===== src/rtl/sp_bound_mon.sv =====
module sp_bound_mon #(
  parameter int          W         = 16,
  parameter int          ARM_BIT   = 7,
  parameter logic [W-1:0] LIMIT_RST = 16'hFFFE
) (
  input  logic         clk,
  input  logic         rst,
  input  logic         wr_en,
  input  logic         addr,
  input  logic [W-1:0] wdata,
  output logic [W-1:0] rdata,
  input  logic [W-1:0] sp,
  output logic         irq
);
  localparam int HW = W - 1;

  logic          armed;
  logic [HW-1:0] lim_hi;
  logic          viol_q;
  logic          irq_q;

  wire viol = armed && (sp[W-1:1] > lim_hi);

  always_ff @(posedge clk) begin
    if (rst) begin
      armed  <= 1'b0;
      lim_hi <= LIMIT_RST[W-1:1];
      viol_q <= 1'b0;
      irq_q  <= 1'b0;
    end else begin
      viol_q <= viol;
      irq_q  <= viol && !viol_q;
      if (wr_en && !addr && wdata[ARM_BIT]) armed <= 1'b1;
      if (wr_en && addr && !armed) lim_hi <= wdata[W-1:1];
    end
  end

  assign rdata = addr ? {lim_hi, 1'b0} : (W'(armed) << ARM_BIT);
  assign irq   = irq_q;
endmodule



===== config.mk =====
export PLATFORM = sky130hd
export DESIGN_NAME = sp_bound_mon
export DESIGN_NICKNAME = d
export VERILOG_FILES = /design/src/rtl/sp_bound_mon.sv
export SDC_FILE = /design/constraint.sdc
export NUM_CORES = 1
export LEC_CHECK = 0
export CORE_MARGIN = 2
export CORE_UTILIZATION = 37
export DETAILED_ROUTE_END_ITERATION = 10
export PLACE_DENSITY = 0.86
export SYNTH_ARGS = -nofsm -noshare
export SYNTH_HDL_FRONTEND = slang
export SYNTH_SLANG_ARGS = --single-unit
export TNS_END_PERCENT = 5

===== constraint.sdc =====
create_clock -name clk -period 1.4 [get_ports clk]
set_input_delay 0.28 -clock clk [delete_from_list [all_inputs] [get_ports clk]]
set_output_delay 0.28 -clock clk [all_outputs]
set_load 0.01 [all_outputs]

==> metrics.txt, run 1 <==
failing checks=negative setup slack; Detail Placement HPWL=2.31 mm; sequential share of power=44.6%; Final Util=61.7%; worst-path maximum fanout=3; drt wl/cell=12.9 um; Maximum Capacitance Violations=0; Final setup viols=2; worst setup margin=-0.202 ns; CP Capture Type=flip-flop; combinational power share=~36%; ANT cells=0; CTS tree=done; maximum clock path buffer count=2; root buffer cell=clkbuf_4; share of synthesized registers carrying an async set or reset=0%; worst path required time=1.62 ns; Sw Share=29.8%; vias in the first global route=around 1,100; Pre-antenna DRT Iters=4; Yosys reg bits=18; Placement Setup Slack=-0.622 ns; final hold slack=0.473 ns; gr usage total=17.5%; Initial Utilization=between 30% and 40%; clock sinks=18; crit path time final=1.60 ns; vias per inst=4.88; Slew Limit Fails=0; CTS Buf Count=3; Total Power=roughly 0.0013 W; io pins=53; die height=59.5 um; crit path DAT=1.82 ns; grt ovf=0; fraction of layout cells with a size suffix above 1=31.1%; Sw Pwr=0.000380 W; Port Buf Inserts=49; CTS clk-pin slew, worst paths=~0.1 ns; Crit Path Category=reg2reg; DIE AREA=around 3500 um^2; Layout Skew=0.000532 ns; vias=1,182; maximum vdd ir drop=0.330 mV; final hold vios=0; largest net degree at the start of global routing=17; Synth top area share=31.6%; Skew-Pair Late Insertion Delay=0.29 ns; core area=3000 um^2; design area=1850 um^2; routability cong.=0.765; Mean Syn Cell Area=7.65 um^2; Pwr per Cell Area=about 690 nW/um^2; First DRT Iteration DRCs=30; Post-synth top flop=dfxtp_1; Yosys cell types=26; cell taking the most area after synthesis=dfxtp_1; Max Clk Rate=0.624 GHz; critical path launch point type=flip-flop; RSZ-0062 raised after global routing=true; sequential fraction of the synthesis area=31.6%; Hold Path Class=reg2reg; Syn-to-layout area delta=62.6%; CTS Hold Bufs=0; period utilization=114%; Total Wirelength=~3.1 mm; largest cells by area after synthesis=dfxtp_1 (32%), ha_1 (16%), nand2_1 (11%); P_leak=0.948 nW; Rows=20; final net count=262; Post-route DRC=0; number of synthesized flops with an enable pin=0; hold path start=lim_hi[3]; status=complete, but fails checks; Critical path origin=lim_hi[8]; syn nets=200; Reg-to-Reg Start=lim_hi[8]; Clock Power Share=19.8%; synth warn=0; Mapped Area=1140 um^2; antenna-violating nets left=0; internal power=roughly 0.0009 W; DP Area=~1700 um^2; CTS H-tree lvls=1; Syn Inst Count=149; die width=59.5 um; first-pass GRT wire length=4.71 mm; initial antenna violation count=0
==> final timing paths <==
kind | to | slack [ns] | depth (start not counted)
worst max register to register | viol_q | -0.20 | 6
worst min-delay path | lim_hi[3] | 0.47 | 2
worst max-delay path | viol_q | -0.20 | 6
worst min register to register | lim_hi[3] | 0.47 | 2
==> per-stage QoR <==
stage                     setup TNS, ns  std cells
after global placement           -12.42        237
after CTS                        -0.370        242
after floorplan                  -0.151        149
final                            -0.304        242
after global routing             -0.419        242
after detailed placement         -13.13        237
==> repair_timing <==
item,in CTS,in global routing
gates resized for setup,56,34
gates cloned,1,0
pin swaps,1,8
setup endpoints to repair,18,8
setup buffers,1,0
==> routing by layer <==
layer / routed length (um) / track usage, %
met5: 0 / 0
met4: 65 / 7.62
met3: 111 / 1.97
met2: 1560 / 29.2
met1: 1390 / 22.7
==> cell type report <==
type                            count  area, um^2
Clock buffer                        3        22.5
Fill cell                         251        1150
Inverter                           16        63.8
Multi-Input combinational cell    109         798
Sequential cell                    18         373
Tap cell                           33        41.3
Timing Repair Buffer               62         547
Timing Repair inverter              1        7.51
==> power groups by stage <==
stage / sequential [W] / clock (W) / combinational (W)
2_1_floorplan: 0.000570 / 0 / 0.000196
3_3_place_gp: 0.000572 / 0 / 0.000415
3_5_place_dp: 0.000575 / 0 / 0.000424
4_1_cts: 0.000566 / 0.000257 / 0.000409
5_1_grt: 0.000574 / 0.000276 / 0.000503
6_report: 0.000570 / 0.000253 / 0.000455
==> worst max-delay path: stages, from the launching register on <==
cell	delay, ns
dfxtp_2	0.34
inv_2	0.05
ha_4	0.26
nand3_1	0.08
or3_4	0.39
o21bai_4	0.19
a211oi_2	0.21
==> cells in the final DEF (no fill, tap or decap), types with 2 or more instances in the layout <==
cell and count:
a21oi_1 6, buf_4 13, ha_1 8, buf_2 8, clkdlybuf4s15_1 3, nor2_1 18
clkinvlp_4 2, ha_4 7, clkbuf_2 2, dfxtp_1 8, nand3_1 2, or2_2 2
nand3b_1 16, nand2_1 32, inv_2 8, dlygate4sd2_1 5, dlymetal6s2s_1 6, inv_1 7
o21ai_0 2, clkdlybuf4s50_1 25, clkbuf_4 3, a211oi_2 2, dfxtp_2 10
==> cell families after synthesis <==
| kind of cell | share of synthesized area [%] |
|---|---|
| buf+inv | 8.34 |
| flops | 31.6 |
| fa+ha+maj | 16.5 |
| compound gates | 9.33 |
| other cells | 0.329 |
| simple gates | 32.9 |
| mux | 0.988 |
==> cell usage after synthesis, types with 2 or more instances <==
cell / n
a21oi_1: 6
nor2_1: 19
nand3_1: 3
nand2_1: 33
clkbuf_1: 3
ha_1: 15
or2_2: 2
o21ai_0: 3
nand3b_1: 16
inv_1: 16
dfxtp_1: 18
==> sequential cells by signal, indices dropped and copies added, names as in the netlist <==
register,flops
lim_hi,15
armed,1
irq,1
viol_q,1
(Power assumes the default switching activity.)
==> inputs of run 2 (changes only) <==
--- a/config.mk
+++ b/config.mk
@@ -6,9 +6,9 @@
 export NUM_CORES = 1
 export LEC_CHECK = 0
 export CORE_MARGIN = 2
-export CORE_UTILIZATION = 37
+export CORE_UTILIZATION = 30
 export DETAILED_ROUTE_END_ITERATION = 10
-export PLACE_DENSITY = 0.86
+export PLACE_DENSITY = 0.74
 export SYNTH_ARGS = -nofsm -noshare
 export SYNTH_HDL_FRONTEND = slang
 export SYNTH_SLANG_ARGS = --single-unit
==> metrics.txt, run 2 (same netlist as run 1, synthesis figures left out) <==
vias in the first global route=1,124 (+0.81%); Biggest register=lim_hi; Setup TNS Final=-0.232 ns (+0.0718 ns); Placement Setup Slack=-0.549 ns (+0.0728 ns); clock sinks=18 (unchanged); routability cong.=0.732 (-4.4%); worst path required time=1.58 ns (-0.04 ns); Hold Path Class=reg2reg; Post-route DRC=0 (unchanged); core area=3660 um^2 (+22%); grt ovf=0 (unchanged); CTS H-tree lvls=1 (unchanged); RSZ-0062 raised after global routing=true; Port Buf Inserts=49 (unchanged); DIE AREA=4310 um^2 (+22%); vias=1,176 (-0.51%); fraction of layout cells with a size suffix above 1=33.2% (+2.1 points); root buffer cell=clkbuf_8; Total Power=0.00146 W (+14%); commonest non-fill, non-tap cell in the layout=nand2_1; Pre-antenna DRT Iters=6 (+2); status=complete, but fails checks; fill count=351 (+40%); initial antenna violation count=0 (unchanged); first-pass GRT wire length=5.06 mm (+7.5%); area of the multi-input gates=801 um^2 (+0.31%); slowest CP cell=or3_4; CTS Buf Count=3 (unchanged); Crit Path Category=reg2reg; largest net degree at the start of global routing=17 (unchanged); Rows=22 (+10%); First DRT Iteration DRCs=19 (-37%); worst setup margin=-0.130 ns (+0.0715 ns); vias per inst=4.49 (-8.1%); Initial Utilization=31.1% (-6.8 points); final hold vios=0 (unchanged); Final Util=52.1% (-9.7 points); crit path DAT=1.71 ns (-0.11 ns); Max Clk Rate=0.653 GHz (+4.7%); final net count=266 (+1.5%); Syn-to-layout area delta=67.2%; failing checks=negative setup slack; Total Wirelength=3.04 mm (-2.7%); commonest cells after routing, fill and taps aside=nand2_1 (32), clkdlybuf4s50_1 (25), nor2_1 (19); antenna-violating nets left=0 (unchanged); CP Capture Type=flip-flop; gr usage total=15.5% (-2.0 points); P_leak=0.939 nW (-0.89%); R2R depth=6 (unchanged); Layout Skew=0.00125 ns (+0.000718 ns); Final setup viols=2 (unchanged); CTS tree=done; Maximum Capacitance Violations=0 (unchanged); Detail Placement HPWL=2.28 mm (-1.2%); io pins=53 (unchanged); drt wl/cell=11.6 um (-10%); worst-path maximum fanout=3 (unchanged); worst path cell trace=inv_2 -> ha_4 -> nand2_2 -> or3_4 -> o21bai_4 -> a211oi_2; Placed Cells=257 (+8.4%); Reg area=372 um^2 (-0.34%); crit path time final=1.53 ns (-0.0715 ns); ANT cells=0 (unchanged); Pwr per Cell Area=765 nW/um^2 (+11%); Skew-Pair Late Insertion Delay=0.26 ns (-0.03 ns); period utilization=109% (-5.1 points); post-route insts no fill=262 (+8.3%); die height=65.6 um (+10%); max reg flops=15 (unchanged); Slew Limit Fails=0 (unchanged); maximum clock path buffer count=2 (unchanged); critical path launch point type=flip-flop; CTS clk-pin slew, worst paths=0.07 ns (-0.03 ns); die width=65.6 um (+10%); Largest stage delay, worst path=0.39 ns (about the same); maximum vdd ir drop=0.503 mV (+52%); worst hold path cell count=2 (unchanged)
## run 2: cell types whose count changed in the layout (fill, tap and decap cells not counted), moves of 3 or more
| cell | delta |
|---|---|
| dlymetal6s2s_1 | -6 |
| buf_2 | +5 |
| clkbuf_8 | +4 |
| dlygate4sd2_1 | +4 |
| buf_4 | +3 |
| buf_6 | +3 |
| clkbuf_4 | -3 |
## run 2: worst max-delay path: cells and delay by family (launching register included)
family | cells | cell delay (ns)
fa+ha+maj | 1 | 0.26
flops | 1 | 0.34
simple gates | 2 | 0.44
buf+inv | 1 | 0.06
compound gates | 2 | 0.36
## run 2: path summary, 6_finish.rpt
path,endpoint,start,slack [ns]
min reg2reg,lim_hi[2],lim_hi[2],0.47
max reg2reg,viol_q,lim_hi[9],-0.13
max,viol_q,lim_hi[9],-0.13
min,lim_hi[2],lim_hi[2],0.47
## run 2: layout make-up
| cell class | count | share of cell area [%] |
|---|---|---|
| multi-input cells | 109 | 42.0 |
| repair buffers | 67 | 29.3 |
| clock buffers | 4 | 2.89 |
| inverters | 16 | 3.15 |
| well taps | 48 | 3.15 |
| flip-flops and latches | 18 | 19.5 |
## run 2: what timing repair did
item | 4_1_cts | 5_1_grt
gates resized for setup | 94 | 6
hold buffers | 0 | 0
pin swaps | 13 | 2
setup endpoints to repair | 18 | 3
setup buffers | 1 | 0
## run 2: stage by stage
step | hold slack [ns] | cell area, um^2
floorplan | 0.386 | 1140
global placement | 0.448 | 1780
detailed placement | 0.453 | 1780
CTS | 0.460 | 1880
global route | 0.494 | 1910
finish | 0.468 | 1910
## run 2: metal layers
metal / routed length [um] / global-route usage [%] / part of all wire, % / up-vias
met2: 1470 / 25.1 / 48 / 25
met5: 0 / 0 / 0 / -
met3: 158 / 3.60 / 5.2 / 4
met1: 1350 / 19.2 / 44 / 534
li1: - / - / - / 613
met4: 61 / 7.81 / 2.0 / 0
## run 2: where the power goes
group / internal (W) / switching, W
sequential: 0.000549 / 0.0000195
combinational: 0.000252 / 0.000202
clock: 0.000250 / 0.000186
==> inputs of run 3 (changes only) <==
--- a/config.mk
+++ b/config.mk
@@ -8,6 +8,7 @@
 export CORE_MARGIN = 2
 export CORE_UTILIZATION = 30
 export DETAILED_ROUTE_END_ITERATION = 10
+export GPL_ROUTABILITY_DRIVEN = 1
 export PLACE_DENSITY = 0.74
 export SYNTH_ARGS = -nofsm -noshare
 export SYNTH_HDL_FRONTEND = slang
==> results of run 3 <==
Same layout as run 2: the final DEF is identical, and so are final timing and power.
